`src/rtl/gpu_pwr_seq.sv`:
```
module gpu_pwr_seq #(
  parameter int ADDR_W         = 12,
  parameter int ISOLATE_CYCLES = 16
) (
  input  logic              clk,
  input  logic              rst_n,
  input  logic              bus_valid,
  input  logic              bus_write,
  input  logic [ADDR_W-1:0] bus_addr,
  input  logic [31:0]       bus_wdata,
  output logic [31:0]       bus_rdata,
  output logic              core_isolate,
  output logic              core_reset,
  output logic              core_power_en,
  output logic              core_irq
);

  localparam int RESET_CYCLES = 8;
  localparam int MAX_WAIT     = (ISOLATE_CYCLES > RESET_CYCLES) ? ISOLATE_CYCLES : RESET_CYCLES;
  localparam int CNT_W        = $clog2(MAX_WAIT + 1);
  localparam logic [CNT_W-1:0] ISO_LAST = CNT_W'(ISOLATE_CYCLES - 1);
  localparam logic [CNT_W-1:0] RST_LAST = CNT_W'(RESET_CYCLES - 1);
  localparam logic [ADDR_W-1:0] NORM_OFS  = '0;
  localparam logic [ADDR_W-1:0] TRUST_OFS = ADDR_W'(11'h400);

  typedef enum logic [3:0] {
    S_IDLE  = 4'h0,
    S_ISO_R = 4'hA,
    S_RST   = 4'hB,
    S_ISO_O = 4'hC,
    S_OFF   = 4'hD
  } state_t;

  state_t           st, nxt;
  logic [CNT_W-1:0] cnt, cnt_n;
  logic             seq_done;
  logic             irq_q, lock_q, sec_exit_q, sec_enter_q, th_exit_q, th_enter_q, our_exit_q;
  logic [1:0]       new_mode, old_mode;
  logic [6:0]       step;
  logic [31:0]      word;

  wire wr        = bus_valid & bus_write;
  wire sel_norm  = bus_addr == NORM_OFS;
  wire sel_trust = bus_addr == TRUST_OFS;
  wire wr_norm   = wr & sel_norm;
  wire wr_trust  = wr & sel_trust;
  wire req_reset = wr_norm & (bus_wdata[3:0] == 4'h4);
  wire req_off   = wr_trust & bus_wdata[30];
  wire req_on    = wr_trust & bus_wdata[29];

  logic unused_wdata;
  assign unused_wdata = ^bus_wdata[18:4];

  always_comb begin
    nxt      = st;
    cnt_n    = cnt + 1'b1;
    seq_done = 1'b0;
    case (st)
      S_IDLE: begin
        cnt_n = '0;
        if (req_reset)    nxt = S_ISO_R;
        else if (req_off) nxt = S_ISO_O;
      end
      S_ISO_R: if (cnt == ISO_LAST) begin
        nxt   = S_RST;
        cnt_n = '0;
      end
      S_RST: if (cnt == RST_LAST) begin
        nxt      = S_IDLE;
        cnt_n    = '0;
        seq_done = 1'b1;
      end
      S_ISO_O: if (cnt == ISO_LAST) begin
        nxt      = S_OFF;
        cnt_n    = '0;
        seq_done = 1'b1;
      end
      S_OFF: begin
        cnt_n = '0;
        if (req_on) begin
          nxt      = S_IDLE;
          seq_done = 1'b1;
        end
      end
      default: begin
        nxt   = S_OFF;
        cnt_n = '0;
      end
    endcase
  end

  always_comb begin
    case (st)
      S_ISO_R: step = 7'd1;
      S_RST:   step = 7'd2;
      S_ISO_O: step = 7'd3;
      S_OFF:   step = 7'd4;
      default: step = 7'd0;
    endcase
  end

  assign new_mode = (st == S_OFF) ? 2'd0 : (sec_enter_q ? 2'd2 : 2'd1);

  always_ff @(posedge clk or negedge rst_n) begin
    if (!rst_n) begin
      st       <= S_OFF;
      cnt      <= '0;
      old_mode <= 2'd0;
      irq_q    <= 1'b0;
    end else begin
      st  <= nxt;
      cnt <= cnt_n;
      if (nxt != st) old_mode <= new_mode;
      if (seq_done)                                  irq_q <= 1'b1;
      else if ((wr_norm | wr_trust) & bus_wdata[31]) irq_q <= 1'b0;
    end
  end

  always_ff @(posedge clk or negedge rst_n) begin
    if (!rst_n) begin
      lock_q      <= 1'b0;
      sec_exit_q  <= 1'b0;
      sec_enter_q <= 1'b0;
      th_exit_q   <= 1'b0;
      th_enter_q  <= 1'b0;
      our_exit_q  <= 1'b0;
    end else if (wr_trust) begin
      lock_q      <= (lock_q      | bus_wdata[28]) & ~bus_wdata[27];
      sec_exit_q  <= (sec_exit_q  | bus_wdata[26]) & ~bus_wdata[25];
      sec_enter_q <= (sec_enter_q | bus_wdata[24]) & ~bus_wdata[23];
      th_exit_q   <= th_exit_q  | bus_wdata[22];
      th_enter_q  <= th_enter_q | bus_wdata[21];
      our_exit_q  <= (our_exit_q  | bus_wdata[20]) & ~bus_wdata[19];
    end
  end

  assign core_isolate  = st != S_IDLE;
  assign core_reset    = (st == S_RST) | (st == S_OFF);
  assign core_power_en = st != S_OFF;
  assign core_irq      = irq_q;

  assign word = {irq_q, 2'b00, lock_q, 1'b0, sec_exit_q, 1'b0, sec_enter_q, 1'b0,
                 th_exit_q, th_enter_q, our_exit_q, 1'b0, 2'b00, step,
                 ~core_isolate, core_power_en, new_mode, old_mode, st};
  assign bus_rdata = (sel_norm | sel_trust) ? word : 32'd0;

  logic [CNT_W-1:0] rst_run;
  always_ff @(posedge clk or negedge rst_n) begin
    if (!rst_n)             rst_run <= '0;
    else if (st == S_RST)   rst_run <= rst_run + 1'b1;
    else                    rst_run <= '0;
  end

  p_reset_isolated_r6: assert property (@(posedge clk) disable iff (!rst_n)
    core_reset |-> core_isolate);
  p_off_held_r6: assert property (@(posedge clk) disable iff (!rst_n)
    !core_power_en |-> (core_reset && core_isolate));
  p_iso_r_next_r3: assert property (@(posedge clk) disable iff (!rst_n)
    st == S_ISO_R |=> (st == S_ISO_R || st == S_RST));
  p_rst_next_r3: assert property (@(posedge clk) disable iff (!rst_n)
    st == S_RST |=> (st == S_RST || st == S_IDLE));
  p_iso_o_next_r4: assert property (@(posedge clk) disable iff (!rst_n)
    st == S_ISO_O |=> (st == S_ISO_O || st == S_OFF));
  p_off_exit_r5: assert property (@(posedge clk) disable iff (!rst_n)
    st == S_OFF |=> (st == S_OFF || st == S_IDLE));
  p_rst_bound_r3: assert property (@(posedge clk) disable iff (!rst_n)
    rst_run <= CNT_W'(RESET_CYCLES));
  p_rst_len_r3: assert property (@(posedge clk) disable iff (!rst_n)
    (st == S_IDLE && $past(st) == S_RST) |-> rst_run == CNT_W'(RESET_CYCLES));
  p_done_irq_r8: assert property (@(posedge clk) disable iff (!rst_n)
    (st == S_IDLE && $past(st) == S_RST) |-> core_irq);

endmodule

```
`config.mk`:
```
export PLATFORM = sky130hd
export DESIGN_NAME = gpu_pwr_seq
export DESIGN_NICKNAME = d
export VERILOG_FILES = /design/src/rtl/gpu_pwr_seq.sv
export SDC_FILE = /design/constraint.sdc
export NUM_CORES = 1
export LEC_CHECK = 0
export CAP_MARGIN = 20
export CORE_MARGIN = 8
export CORE_UTILIZATION = 34
export CTS_CLUSTER_DIAMETER = 50
export DETAILED_ROUTE_END_ITERATION = 7
export HOLD_SLACK_MARGIN = 0.12
export PLACE_DENSITY = 0.79
export SLEW_MARGIN = 5
export SYNTH_ARGS = -nofsm -noshare
export SYNTH_HDL_FRONTEND = slang
export SYNTH_SLANG_ARGS = --single-unit
```
`constraint.sdc`:
```
create_clock -name clk -period 1.9 [get_ports clk]
set_input_delay 0.285 -clock clk [delete_from_list [all_inputs] [get_ports clk]]
set_output_delay 0.285 -clock clk [all_outputs]
set_load 0.005 [all_outputs]
```
==> run_results.csv <==
group,metric,value,unit
run_status,status,"complete, but fails checks",
run_status,violated_checks,"negative setup slack",
drt,wirelength,4910,um
clock_network,cts-htree-levels,1,
clock_network,clkSinkCount,18,
synth,synth_most_common_cell,"sky130_fd_sc_hd__dfrtp_1",
worst_hold_path,hold_path_class,"input pin to async pin",
cells_and_area,post-route-cell-area,2410,um2
placed_design,place.detailed.instances,290,
sta,post-route-period-util,113,%
synth,netlist.top_cell.by_area,"sky130_fd_sc_hd__dfrtp_1",
worst_setup_path,timing.critical_path.slowest_cell_delay,0.38,ns
sta,hold-worst-slack,0.362,ns
synth,postSynth.topFlopCell,"sky130_fd_sc_hd__dfrtp_1",
synth,synth_commonest_cells,"sky130_fd_sc_hd__dfrtp_1, sky130_fd_sc_hd__and2_1, sky130_fd_sc_hd__a21oi_1, sky130_fd_sc_hd__buf_4, sky130_fd_sc_hd__nor2_1",
worst_setup_path,worstPathRequired,2.02,ns
drt,avgRoutedWirePerCell,15.6,um
synth,compound_cell_area_share_of_the_yosys_netlist,16.5,%
synth,share_of_synthesized_cell_area_in_full_adder_half_adder_and_majority_cells,2.65,%
sta,setup_ws,-0.252,ns
placed_design,detailedPlace.worstSlack,-0.533,ns
worst_setup_path,setup.reg_to_reg.worst_slack,-0.25,ns
power_and_ir_drop,cellLeakagePower,1.18,nW
synth,synth-seq-area-share,32.1,%
synth,syn-cell-area,1410,um2
sta,final_period_minus_worst_setup_slack,2.15,ns
cells_and_area,area_delta_synth_final,70.5,%
worst_setup_path,worstSetupStartpointType,"flop",
cells_and_area,postLayoutCoreUtil,60.3,%
grt,global_route.overflow_total,0,
power_and_ir_drop,internal_dissipation,0.632,mW
power_and_ir_drop,power_frac_clock,39.2,%
clock_network,cts_buffers,3,
die,core_area,4000,um2
worst_setup_path,timing.critical_path.fanout_max,3,
synth,async_reset_ff_share,100,%
worst_setup_path,setup.worst_path.start,"cnt[1]",
cells_and_area,post_route_cells_drive_above_1_share,40.9,%
die,floorplan.rows,23,
die,die_w,80.5,um
drt,detail_route.drc_violations,0,
clock_network,clock_tree_from_tritoncts,"yes",
placed_design,number_of_input_and_output_port_buffers_inserted,56,
grt,grt_util_all_layers,14.4,%
grt,first_pass_grt_wire_length,7610,um
worst_setup_path,slowest_stage,"sky130_fd_sc_hd__dfrtp_1",
grt,antenna_found_initial,0,
sta,worst_clock_skew_on_the_final_layout,0.00239,ns
die,die_area,6480,um2
synth,netlist_instances,162,
worst_setup_path,critical_path.endpoint,"old_mode[1]",
die,io_pins,84,
power_and_ir_drop,post-layout-total-power,0.803,mW
sta,final-hold-violation-count,0,
clock_network,path_clk_slew,0.07,ns
synth,yosys_warnings,0,
drt,detail_route.first_pass.iterations,4,
job,max-cap-violations,0,
clock_network,clk_root_buffer_cell,"sky130_fd_sc_hd__clkbuf_8",
clock_network,cts_buffer_depth,2,
cells_and_area,net_count_reported_at_finish,316,
synth,synth_cell_types,49,
cells_and_area,instances_no_fill,314,
worst_setup_path,data_arrival_critical_path,2.27,ns
sta,timing.final.setup_violations,4,
worst_setup_path,critical_path.cell_chain,"ha_2 -> and3_4 -> ha_4 -> or3_1 -> o21ai_1 -> a311o_1 -> o2111a_2 -> mux2i_1 -> o311ai_1",
grt,grt_start_max_net_pins,19,
worst_setup_path,setup.worst_path.class,"flop to flop",
drt,detail_route.vias_per_cell,4.94,
die,die_height,80.5,um
worst_setup_path,timing.critical_path.to_type,"flop",
placed_design,placedInstanceArea,2190,um2
power_and_ir_drop,switching_power,0.170,mW
power_and_ir_drop,ir_worst_vdd,0.372,mV
synth,main_combinational_cell_family_by_area_after_synthesis,"simple AND/OR/NAND/NOR gates",
power_and_ir_drop,switching_share,21.2,%
sta,timing_max_transition_violations_final,0,
die,floorplan.initialDensity,35.3,%
cells_and_area,n_antenna_cell,0,
power_and_ir_drop,power_density,333,nW/um2
placed_design,place.detailed.hpwl,3560,um
placed_design,place_congestion,0.833,
sta,final.setup.tns,-0.623,ns
synth,synth_edf_count,0,
synth,synth-simple-area-share,33.2,%
synth,muxShareOfSynthArea,1.42,%
synth,yosys.area_share.xor_xnor,1.24,%
drt,drtAntennaViolNets,0,
power_and_ir_drop,comb_power_share,12.9,%
power_and_ir_drop,power.share.sequential,47.9,%
drt,detailroute.via_count,1551,
grt,grt_pass1_vias,1566,
worst_setup_path,worstReg2RegEnd,"old_mode[1]",
sta,rsz0062_at_grt,"yes",
synth,postSynthRegisterBits,18,
synth,synth_top_cells_by_area,"sky130_fd_sc_hd__dfrtp_1, sky130_fd_sc_hd__buf_4, sky130_fd_sc_hd__and2_1",
sta,clock.fmax,465,MHz
clock_network,clk-insertion-delay-late,0.25,ns
worst_setup_path,worst-r2r-cell-count,9,
synth,synth_area_per_cell,8.73,um2
worst_setup_path,worstReg2RegStart,"cnt[1]",
synth,post-synth-top-area-fraction,26.5,%
drt,drt_iter0_drc,119,
==> flip-flops by register name (all words and copies together) (netlist names) <==
name	cells
old_mode	2
our_exit_q	1
cnt	5
sec_exit_q	1
th_exit_q	1
core_irq	1
th_enter_q	1
sec_enter_q	1
lock_q	1
st	4
==> worst max-delay path: cells and delay by family, from the launching register on <==
family | cells | cell delay, ns
DFF | 1 | 0.38
AOI/OAI and AO/OA | 4 | 0.61
muxes | 1 | 0.23
adders and majority gates | 2 | 0.35
and+or+nand+nor | 2 | 0.46
==> layer usage <==
metal | GRT usage (%) | vias up | wire [um]
met1 | 16.8 | 730 | 1840
li1 | - | 747 | -
met2 | 25.7 | 64 | 2670
met3 | 2.79 | 10 | 323
met5 | 0 | - | 0
met4 | 4.36 | 0 | 75
==> cells in the final DEF (no fill, tap or decap), drive strengths merged, types with 2 or more instances in the layout <==
master and n:
dlygate4sd2 7, nand2 9, a22o 2, mux2i 2, nand3 8, a31o 2, dfrtp 15, and2 17
conb 12, or3 2, inv 7, a21o 3, clkdlybuf4s50 23, nand4 3, nor2b 4, nor2 10
o21a 2, ha 3, clkbuf 10, dfstp 3, buf 63, clkdlybuf4s15 8, a21oi 13, o21ai 4
and3 7, a31oi 3, nor4 4
==> area by class of cell <==
type | instances | area (um2)
fillers | 348 | 1590
flip-flops and latches | 18 | 454
well taps | 50 | 62.6
clock buffers | 4 | 55.1
repair buffers | 108 | 892
multi-input cells | 127 | 921
inverters | 7 | 26.3
==> repair_timing <==
item	4_1_cts	5_1_grt
buffers inserted	12	9
resized for setup	88	21
setup endpoints to repair	32	23
pin swaps	11	12
hold buffers	0	0
==> kinds of logic after synthesis <==
kind of cell,count (synthesis)
AND/OR/NAND/NOR,73
AO/OA/AOI/OAI,35
buffers and inverters,28
flip-flops,18
adder cells (fa/ha/maj),3
XOR/XNOR,2
multiplexers,2
other,1
==> power groups by stage <==
stage / combinational [mW] / sequential, mW / clock, mW
final: 0.103 / 0.385 / 0.315
after floorplan: 0.0337 / 0.392 / 0
after CTS: 0.103 / 0.384 / 0.322
after global routing: 0.111 / 0.384 / 0.343
after detailed placement: 0.106 / 0.392 / 0
after global placement: 0.104 / 0.392 / 0
==> worst min-delay path by stage <==
stage               startpoint          to  slack (ns)  cells past startpoint
CTS                      rst_n   th_exit_q        0.37                      2
floorplan                rst_n      cnt[0]       -0.01                      0
finish                   rst_n  sec_exit_q        0.36                      2
detailed placement   th_exit_q   th_exit_q        0.45                      1
global route             rst_n      lock_q        0.39                      2
global placement    th_enter_q  th_enter_q        0.43                      1
Note: power is estimated with default switching activity, not from simulation.
